[config.mk]
export PLATFORM = sky130hd
export DESIGN_NAME = brg_err_report
export DESIGN_NICKNAME = d
export VERILOG_FILES = /design/src/rtl/brg_err_pkg.sv /design/src/rtl/brg_err_sticky.sv /design/src/rtl/brg_err_cfg.sv /design/src/rtl/brg_err_resp.sv /design/src/rtl/brg_err_report.sv
export SDC_FILE = /design/constraint.sdc
export NUM_CORES = 1
export LEC_CHECK = 0
export CAP_MARGIN = 20
export CORE_MARGIN = 4
export CORE_UTILIZATION = 50
export CTS_BUF_LIST = sky130_fd_sc_hd__clkbuf_4 sky130_fd_sc_hd__clkbuf_8 sky130_fd_sc_hd__clkbuf_16
export CTS_CLUSTER_DIAMETER = 30
export DETAILED_ROUTE_END_ITERATION = 8
export PLACE_DENSITY = 0.72
export SYNTH_ARGS = -nofsm -noshare
export SYNTH_HDL_FRONTEND = slang
export SYNTH_HIERARCHICAL = 1
export SYNTH_SLANG_ARGS = --single-unit
[constraint.sdc]
create_clock -name clk -period 1.9 [get_ports clk]
set_clock_uncertainty 0.1 [all_clocks]
set_input_delay 0.38 -clock clk [delete_from_list [all_inputs] [get_ports clk]]
set_output_delay 0.38 -clock clk [all_outputs]
set_load 0.005 [all_outputs]
[src/rtl/brg_err_pkg.sv]
package brg_err_pkg;

    // Bus mode codes
    localparam logic [1:0] MODE_CONV = 2'd0;

    // Register addresses
    localparam int A_STATUS = 0;
    localparam int A_ISTAT  = 1;
    localparam int A_IMASK  = 2;
    localparam int A_CTRL   = 3;
    localparam int A_CMD    = 4;

    // Status register bit positions
    localparam int SR_INT_MABORT  = 7;
    localparam int SR_TABORT_TGT  = 11;
    localparam int SR_SERR_ASSERT = 14;

    // Interrupt status register bit positions
    localparam int IS_TABORT      = 1;
    localparam int IS_SERR_SEEN   = 4;
    localparam int IS_SERR_ASSERT = 10;
    localparam int IS_SPLIT_ERR   = 13;

    // Interrupt mask register bit positions
    localparam int IM_ECC_TA_EN   = 0;
    localparam int IM_SERR_EN     = 1;
    localparam int IM_TABORT      = 3;
    localparam int IM_SERR_ASSERT = 6;
    localparam int IM_SPLIT_ERR   = 10;

    // Control and command register bit positions
    localparam int CT_SERR_SEEN = 9;
    localparam int CM_SERR_EN   = 8;

    // Read-response state machine
    typedef enum logic [1:0] {
        RSP_IDLE   = 2'd0,
        RSP_TABORT = 2'd1,
        RSP_SPLIT  = 2'd2
    } rsp_state_t;

    // One cycle's worth of error strobes
    typedef struct packed {
        logic wr_mabort;
        logic rd_mabort;
        logic rd_tabort;
        logic serr_seen;
    } err_ev_t;

endpackage

[src/rtl/brg_err_sticky.sv]
module brg_err_sticky #(
    parameter int W = 16
) (
    input  logic         clk,
    input  logic         rst_n,
    input  logic [W-1:0] set_i,
    input  logic [W-1:0] clr_i,
    output logic [W-1:0] q_o
);

    // One register per bit; a set in the same cycle beats a clear.
    for (genvar b = 0; b < W; b++) begin : g_bit
        logic q_r;

        always_ff @(posedge clk or negedge rst_n) begin
            if (!rst_n) begin
                q_r <= 1'b0;
            end else if (set_i[b]) begin
                q_r <= 1'b1;
            end else if (clr_i[b]) begin
                q_r <= 1'b0;
            end
        end

        assign q_o[b] = q_r;
    end

    // A bit that was both set and cleared in one cycle must be set afterwards.
    AST_SET_BEATS_CLEAR: assert property (@(posedge clk) disable iff (!rst_n)
        (|(set_i & clr_i)) |=> ((q_o & $past(set_i & clr_i)) == $past(set_i & clr_i)));

endmodule

[src/rtl/brg_err_cfg.sv]
module brg_err_cfg
    import brg_err_pkg::*;
#(
    parameter int REG_W  = 16,
    parameter int ADDR_W = 3
) (
    input  logic              clk,
    input  logic              rst_n,
    input  logic              wr_i,
    input  logic [ADDR_W-1:0] addr_i,
    input  logic [REG_W-1:0]  wdata_i,
    output logic [REG_W-1:0]  imask_o,
    output logic [REG_W-1:0]  ctrl_o,
    output logic [REG_W-1:0]  cmd_o,
    output logic              serr_en_o,
    output logic [REG_W-1:0]  irq_en_o
);

    localparam int NCFG = 3;
    localparam int CFG_BASE = A_IMASK;

    logic [REG_W-1:0] cfg_q [NCFG];

    // Three plain read/write registers at consecutive addresses.
    for (genvar i = 0; i < NCFG; i++) begin : g_cfg
        always_ff @(posedge clk or negedge rst_n) begin
            if (!rst_n) begin
                cfg_q[i] <= '0;
            end else if (wr_i && (addr_i == ADDR_W'(CFG_BASE + i))) begin
                cfg_q[i] <= wdata_i;
            end
        end
    end

    assign imask_o = cfg_q[0];
    assign ctrl_o  = cfg_q[1];
    assign cmd_o   = cfg_q[2];

    // System-error output is allowed only when both enables are set.
    assign serr_en_o = imask_o[IM_SERR_EN] & cmd_o[CM_SERR_EN];

    // Per-bit interrupt gate; a set mask or control bit blocks its source.
    always_comb begin
        irq_en_o                 = '0;
        irq_en_o[IS_SERR_ASSERT] = ~imask_o[IM_SERR_ASSERT];
        irq_en_o[IS_SERR_SEEN]   = ~ctrl_o[CT_SERR_SEEN];
        irq_en_o[IS_TABORT]      = ~imask_o[IM_TABORT];
        irq_en_o[IS_SPLIT_ERR]   = ~imask_o[IM_SPLIT_ERR];
    end

    // The command register holds what was last written to it.
    AST_CMD_WRITE_LANDS: assert property (@(posedge clk) disable iff (!rst_n)
        (wr_i && addr_i == ADDR_W'(A_CMD)) |=> (cmd_o == $past(wdata_i)));

endmodule

[src/rtl/brg_err_resp.sv]
module brg_err_resp
    import brg_err_pkg::*;
#(
    parameter int REG_W = 16
) (
    input  logic             clk,
    input  logic             rst_n,
    input  err_ev_t          ev_i,
    input  logic [1:0]       bus_mode_i,
    input  logic             serr_en_i,
    output logic             serr_o,
    output logic             tabort_o,
    output logic             split_o,
    output logic [REG_W-1:0] sr_set_o,
    output logic [REG_W-1:0] isr_set_o
);

    rsp_state_t state_q, state_d;
    logic       rd_err;
    logic       serr_fire;
    logic       serr_q;

    assign rd_err    = ev_i.rd_mabort | ev_i.rd_tabort;
    assign serr_fire = ev_i.wr_mabort & serr_en_i;

    // Next-state selection: a read error picks the response that fits the bus mode.
    always_comb begin
        state_d = RSP_IDLE;
        if (rd_err) begin
            state_d = (bus_mode_i == MODE_CONV) ? RSP_TABORT : RSP_SPLIT;
        end
    end

    // State register
    always_ff @(posedge clk or negedge rst_n) begin
        if (!rst_n) begin
            state_q <= RSP_IDLE;
        end else begin
            state_q <= state_d;
        end
    end

    // System-error pulse register, parallel to the state machine
    always_ff @(posedge clk or negedge rst_n) begin
        if (!rst_n) begin
            serr_q <= 1'b0;
        end else begin
            serr_q <= serr_fire;
        end
    end

    // Outputs decoded from the current state
    always_comb begin
        tabort_o = 1'b0;
        split_o  = 1'b0;
        unique case (state_q)
            RSP_IDLE:   ;
            RSP_TABORT: tabort_o = 1'b1;
            RSP_SPLIT:  split_o  = 1'b1;
            default:    ;
        endcase
    end

    assign serr_o = serr_q;

    // Status bits to set this cycle
    always_comb begin
        sr_set_o  = '0;
        isr_set_o = '0;
        sr_set_o[SR_INT_MABORT]   = ev_i.wr_mabort | ev_i.rd_mabort;
        sr_set_o[SR_SERR_ASSERT]  = serr_fire;
        isr_set_o[IS_SERR_ASSERT] = serr_fire;
        isr_set_o[IS_SERR_SEEN]   = ev_i.serr_seen;
        if (state_d == RSP_TABORT) begin
            sr_set_o[SR_TABORT_TGT] = 1'b1;
            isr_set_o[IS_TABORT]    = 1'b1;
        end
        if (state_d == RSP_SPLIT) begin
            isr_set_o[IS_SPLIT_ERR] = 1'b1;
        end
    end

    AST_SERR_HAS_CAUSE: assert property (@(posedge clk) disable iff (!rst_n)
        serr_o |-> ($past(ev_i.wr_mabort) && $past(serr_en_i)));
    AST_TABORT_CONV_ONLY: assert property (@(posedge clk) disable iff (!rst_n)
        tabort_o |-> ($past(rd_err) && $past(bus_mode_i) == MODE_CONV));
    AST_SPLIT_PCIX_ONLY: assert property (@(posedge clk) disable iff (!rst_n)
        split_o |-> ($past(rd_err) && $past(bus_mode_i) != MODE_CONV));
    AST_RESP_ONE_CYCLE: assert property (@(posedge clk) disable iff (!rst_n)
        (tabort_o && !rd_err) |=> !tabort_o);

endmodule

[src/rtl/brg_err_report.sv]
module brg_err_report
    import brg_err_pkg::*;
#(
    parameter int REG_W  = 16,
    parameter int ADDR_W = 3
) (
    input  logic              clk,
    input  logic              rst_n,
    input  logic [1:0]        bus_mode,
    input  logic              ev_wr_mabort,
    input  logic              ev_rd_mabort,
    input  logic              ev_rd_tabort,
    input  logic              serr_det_i,
    input  logic              reg_wr,
    input  logic [ADDR_W-1:0] reg_addr,
    input  logic [REG_W-1:0]  reg_wdata,
    output logic [REG_W-1:0]  reg_rdata,
    output logic              serr_o,
    output logic              tabort_req_o,
    output logic              split_err_req_o,
    output logic              irq_o
);

    err_ev_t          ev;
    logic [REG_W-1:0] imask, ctrl, cmd, irq_en;
    logic             serr_en;
    logic [REG_W-1:0] sr_set, isr_set, sr_clr, isr_clr;
    logic [REG_W-1:0] sr_q, isr_q;
    logic             irq_q;

    assign ev.wr_mabort = ev_wr_mabort;
    assign ev.rd_mabort = ev_rd_mabort;
    assign ev.rd_tabort = ev_rd_tabort;
    assign ev.serr_seen = serr_det_i;

    // Write-1-to-clear strobes for the two sticky registers
    assign sr_clr  = (reg_wr && reg_addr == ADDR_W'(A_STATUS)) ? reg_wdata : '0;
    assign isr_clr = (reg_wr && reg_addr == ADDR_W'(A_ISTAT))  ? reg_wdata : '0;

    brg_err_cfg #(.REG_W(REG_W), .ADDR_W(ADDR_W)) u_cfg (
        .clk       (clk),
        .rst_n     (rst_n),
        .wr_i      (reg_wr),
        .addr_i    (reg_addr),
        .wdata_i   (reg_wdata),
        .imask_o   (imask),
        .ctrl_o    (ctrl),
        .cmd_o     (cmd),
        .serr_en_o (serr_en),
        .irq_en_o  (irq_en)
    );

    brg_err_resp #(.REG_W(REG_W)) u_resp (
        .clk        (clk),
        .rst_n      (rst_n),
        .ev_i       (ev),
        .bus_mode_i (bus_mode),
        .serr_en_i  (serr_en),
        .serr_o     (serr_o),
        .tabort_o   (tabort_req_o),
        .split_o    (split_err_req_o),
        .sr_set_o   (sr_set),
        .isr_set_o  (isr_set)
    );

    brg_err_sticky #(.W(REG_W)) u_status (
        .clk   (clk),
        .rst_n (rst_n),
        .set_i (sr_set),
        .clr_i (sr_clr),
        .q_o   (sr_q)
    );

    brg_err_sticky #(.W(REG_W)) u_istat (
        .clk   (clk),
        .rst_n (rst_n),
        .set_i (isr_set),
        .clr_i (isr_clr),
        .q_o   (isr_q)
    );

    // Interrupt line: registered OR of the enabled interrupt status bits
    always_ff @(posedge clk or negedge rst_n) begin
        if (!rst_n) begin
            irq_q <= 1'b0;
        end else begin
            irq_q <= |(isr_q & irq_en);
        end
    end

    assign irq_o = irq_q;

    // Read-back multiplexer
    always_comb begin
        case (reg_addr)
            ADDR_W'(A_STATUS): reg_rdata = sr_q;
            ADDR_W'(A_ISTAT):  reg_rdata = isr_q;
            ADDR_W'(A_IMASK):  reg_rdata = imask;
            ADDR_W'(A_CTRL):   reg_rdata = ctrl;
            ADDR_W'(A_CMD):    reg_rdata = cmd;
            default:           reg_rdata = '0;
        endcase
    end

    AST_SERR_MARKS_BOTH: assert property (@(posedge clk) disable iff (!rst_n)
        serr_o |-> (sr_q[SR_SERR_ASSERT] && isr_q[IS_SERR_ASSERT]));
    AST_TABORT_ALONE_NO_MA: assert property (@(posedge clk) disable iff (!rst_n)
        (ev_rd_tabort && !ev_rd_mabort && !ev_wr_mabort && !sr_q[SR_INT_MABORT])
        |=> !sr_q[SR_INT_MABORT]);
    AST_IRQ_NEEDS_SOURCE: assert property (@(posedge clk) disable iff (!rst_n)
        irq_o |-> ($past(isr_q) != '0));
    AST_SEEN_SETS_BIT: assert property (@(posedge clk) disable iff (!rst_n)
        serr_det_i |=> isr_q[IS_SERR_SEEN]);

endmodule

Word level (Yosys, flattened, before mapping). Index checks and enable logic that the tools add are counted.

Flip-flop bits (word level): 59. Bits in latches: 0. Memory bits (writable): 0. Memory bits (read-only): 0. Output and inout port bits: 20. Logic and storage cells: 68. Memories kept: 0.

Add/subtract/negate cells: 0. $mul: 0. Div/mod/pow operators: 0. Magnitude comparators: 0. Equal/unequal tests: 8. Shift-type cells: 0. Mux-type cells: 23. Bitwise operators: 9. Reductions and logical operators: 15.

Operators by type and width (count): $pmux 16 s5 (1); $mux 1 (18); $reduce_or 16->1 (1); $mux 15 (1); $and 14x14->14 (1); $mux 14 (1); $reduce_bool 2->1 (7); $eq 3x2->1 const B (2); $logic_and 1x1->1 (5); $eq 2x1->1 const B (2); $eq 2x2->1 const B (2); $mux 2 (2); $not 1->1 (4); $eq 3x1->1 const B (1); $eq 3x3->1 const B (1); $logic_not 3->1 (1); $and 1x1->1 (2); $logic_not 2->1 (1); $or 1x1->1 (2).

Depth between registers and ports, before layout. Gate-level depths: netlist of the first run.

Depth in word-level cells: 6. Depth in mapped cells: 7. Mapped depth without buffers: 5.

Hierarchy. The synthesis of the first run kept the hierarchy.

Modules (own cells, without submodules): brg_err_cfg (times used 1, cells each 122, area an instance 1953.1 µm², sequential area each 1201.2 µm²); brg_err_sticky (times used 2, cells each 64, area an instance 700.7 µm², sequential area each 400.4 µm²); brg_err_report (times used 1, cells each 126, area an instance 969.7 µm², sequential area each 25.0 µm²); brg_err_resp (times used 1, cells each 41, area an instance 342.8 µm², sequential area each 75.1 µm²).

Least setup slack after synthesis of the first run. OpenSTA, ideal clock, no wires.

Path type: input -> output. Start: input port reg_addr[1]. End: output port reg_rdata[7]. Arrival: 1175 ps. Data required time: 1420 ps. Setup slack: 245 ps. Stages on the path: 5. Buffers on the path: 2. Path through: buf_6 > nor2b_1 > buf_6 > nor2b_1 > a311o_1.

Cells in the longest elaborated chain, start to end: 2. Elaborated cells on any way between the ends: 6.

Ends and longest elaborated chain: from (decl) (line brg_err_report.sv:15) `input logic [ADDR_W-1:0] reg_addr,`; $eq 3x3->1 (tied with other cells) (line brg_err_report.sv:95) `case (reg_addr)`; $pmux 16 s5 (*) (line brg_err_report.sv:95); to (decl) (line brg_err_report.sv:17) `output logic [REG_W-1:0] reg_rdata,`.

Mark *: on every way between the ends. The rest lies on a longest branch, timed or not.

Worst setup path after layout of the first run.
Start: input port reg_addr[2]. End: output port reg_rdata[7].

Same word-level chain as after synthesis.

==> results.ini, run 1 <==
[drt]
antenna_left = 0
wl_per_cell_um = 18.1
wl_met2_um = 4960
routed.top_layer = met4
firstDrtPassIters = 4
post-route-drc-count = 0
routedLengthMet1_um = 4720
drt_iter0_markers = 170
drt-total-wl_um = 10300
vias_per_cell = 5.27
wl_met3_um = 477
dr_total_vias = 3007

[logic_synthesis]
ys.flop_type = dfrtp_1
synth.cell_area_mm2 = 0.00467
synth_top_area_share_pct = 45.0
synthTopCellsByArea = dfrtp_1, mux2_2, buf_4
yosys_warnings = 6
syn_avg_cell_area_um2 = 11.2
async_flop_share_pct = 100
ys_ff_latch = 84
syn_inst = 417
synth_top_area_cell = dfrtp_1
ys_types = 31
synth_edf_count = 0
synth_seq_area_share_pct = 45.0

[place]
placedInstanceArea_mm2 = 0.00502
numPortBuffers = 47
dp_cells = 542
hpwl_um = 6950
gp_congestion = 0.798

[final_layout]
antenna_cells = 0
finish.instance_area_mm2 = 0.00534
fillCellCount = 722
drive_above_1_share_pct = 31.5
syn2layout_area_growth_pct = 14.5
nNetsFinal = 486
fin_util_pct = 60.1
final_common_cell = dfrtp_1
final_cell_mix = dfrtp_1, mux2_2, inv_1, conb_1, and2_1
layout.cells.non_filler = 571

[worst_setup_path]
crit_top_cell = buf_2
worstPathRequired_ps = 1420
critPathKind = in -> out
path_cells = buf_2, buf_4, mux2i_1, nor3_1, a311o_1, buf_2
rr_startpoint = u_cfg/imask_o[10]
startpoint_type = input port
cp.arrival_ps = 1430
cp_max_fo = 5
r2r_end = irq_o
reg2regPathDepth = 5
crit_slowest_cell = a311o_1
worst_path_largest_cell_delay_ps = 320
r2r_slack_ps = 470
end_kind = output pin

[floorplanning]
start_util_pct = 52.5
die_h_um = 105
io_pins = 48
die_area_mm2 = 0.0109
core_area_mm2 = 0.00889
die_width_um = 105
num_rows = 34

[power]
vdd.ir_drop.worst_mv = 0.512
power.leakage_nw = 2.26
p_per_area_mw_per_mm2 = 809

[timing]
grt_setup_unrepaired = true
worst_slack_ps = -5.23
period_share_pct = 100
max_freq_ghz = 0.525
finalSetupViolations = 1
finalSetupTns_ps = -5.23
slew_violations = 0
hold_viol = 0
final.min_clock_period_ps = 1910

[global_route]
antenna_found_initial = 0
grt_max_degree = 31
grt_pass1_wl_um = 16900
grt_pass1_vias = 3217
grt_usage_pct = 19.6
overflow = 0

[flow_run]
cap_violations = 0

[min_path]
min_path_type = in -> async

[clock_network]
clkTransAtPathRegs_ps = 80
numClockSinks = 84
cts_tree = done
clk_path_buf_depth = 2
root_buffer = clkbuf_8
cts_buffers = 9
insertion_delay_ps = 350
htreeDepth = 3

[run_status]
status = finished, violations left
violations = negative setup slack

==> flip-flops by register name, summed over array words and instances (netlist names) <==
name / count
u_resp/state_q: 2
u_cfg/imask_o: 16
u_resp/serr_o: 1
irq_o: 1
u_cfg/cmd_o: 16
u_cfg/ctrl_o: 16
u_status/g_bit.q_r: 16
u_istat/g_bit.q_r: 16
==> final cells by class <==
cell class	count	area [µm²]	share of cell area, %
sequential	84	2100	39.3
multi-input combinational	241	1940	36.4
timing repair buffer	85	842	15.8
clock buffer	12	159	2.97
inverter	37	139	2.60
tap	108	135	2.53
clock inverter	4	23.8	0.445
==> cells in the mapped netlist, drive strengths merged (4+ instances only) <==
cell / number
buf: 88
dfrtp: 84
mux2: 63
inv: 37
and2: 34
a21o: 32
a22oi: 15
a32oi: 15
o21ai: 15
nor2b: 6
a221oi: 4
a22o: 4
nor2: 4
==> cells by family after synthesis <==
group	synth area share (%)
AOI/OAI and AO/OA	13.7
DFF	45.0
and+or+nand+nor	7.99
other	0.161
buffers and inverters	17.5
muxes	15.6
==> metrics by stage <==
| step | total power, mW | hold WS [ps] | setup slack, ps |
|---|---|---|---|
| detailed placement | 3.09 | 250 | -806 |
| CTS | 4.29 | 395 | 3.83 |
| floorplan | 2.78 | -15.6 | 245 |
| global placement | 3.05 | 247 | -780 |
| global route | 4.55 | 412 | -64.7 |
| finish | 4.32 | 398 | -5.23 |
==> worst max-delay path by stage <==
stage | from | to | slack, ps | depth (start not counted)
2_1_floorplan | reg_addr[1] | reg_rdata[7] | 240 | 5
3_3_place_gp | reg_addr[0] | reg_rdata[6] | -780 | 6
3_5_place_dp | reg_addr[2] | reg_rdata[14] | -810 | 6
4_1_cts | u_cfg/imask_o[14] | reg_rdata[14] | 4 | 4
5_1_grt | u_cfg/imask_o[8] | reg_rdata[8] | -60 | 4
6_report | reg_addr[2] | reg_rdata[7] | -5 | 6
==> per-layer routing <==
metal  vias up  GRT usage [%]
met2        75           31.0
met3        16           4.19
met4         0           5.44
li1       1408              -
met5         -              0
met1      1508           27.4
==> where the power goes <==
group	internal, mW	total, mW	switching (mW)
clock network	0.557	1.18	0.619
registers	2.05	2.19	0.146
logic	0.576	0.951	0.376
total	3.18	4.32	1.14
==> worst max-delay path, delay by kind of cell <==
kind            cells  cell delay, ps
compound gates      1             320
buf+inv             3             460
mux                 1             210
simple gates        1              60
==> repair_timing <==
| item | CTS | global route |
|---|---|---|
| buffers inserted | 8 | 3 |
| endpoints found under the setup margin | 42 | 16 |
| hold buffers | 1 | 0 |
| gates cloned | 1 | 0 |
| hold endpoints to repair | 28 | 0 |
| resized for setup | 88 | 14 |
| pin swaps | 12 | 12 |
Power figures use the tool's default switching activity.
==> run 2, diff against run 1 <==
- SLEW_MARGIN: default -> 20
==> results of run 2 <==
Same layout as run 1: the final DEF is identical, and so are final timing and power.
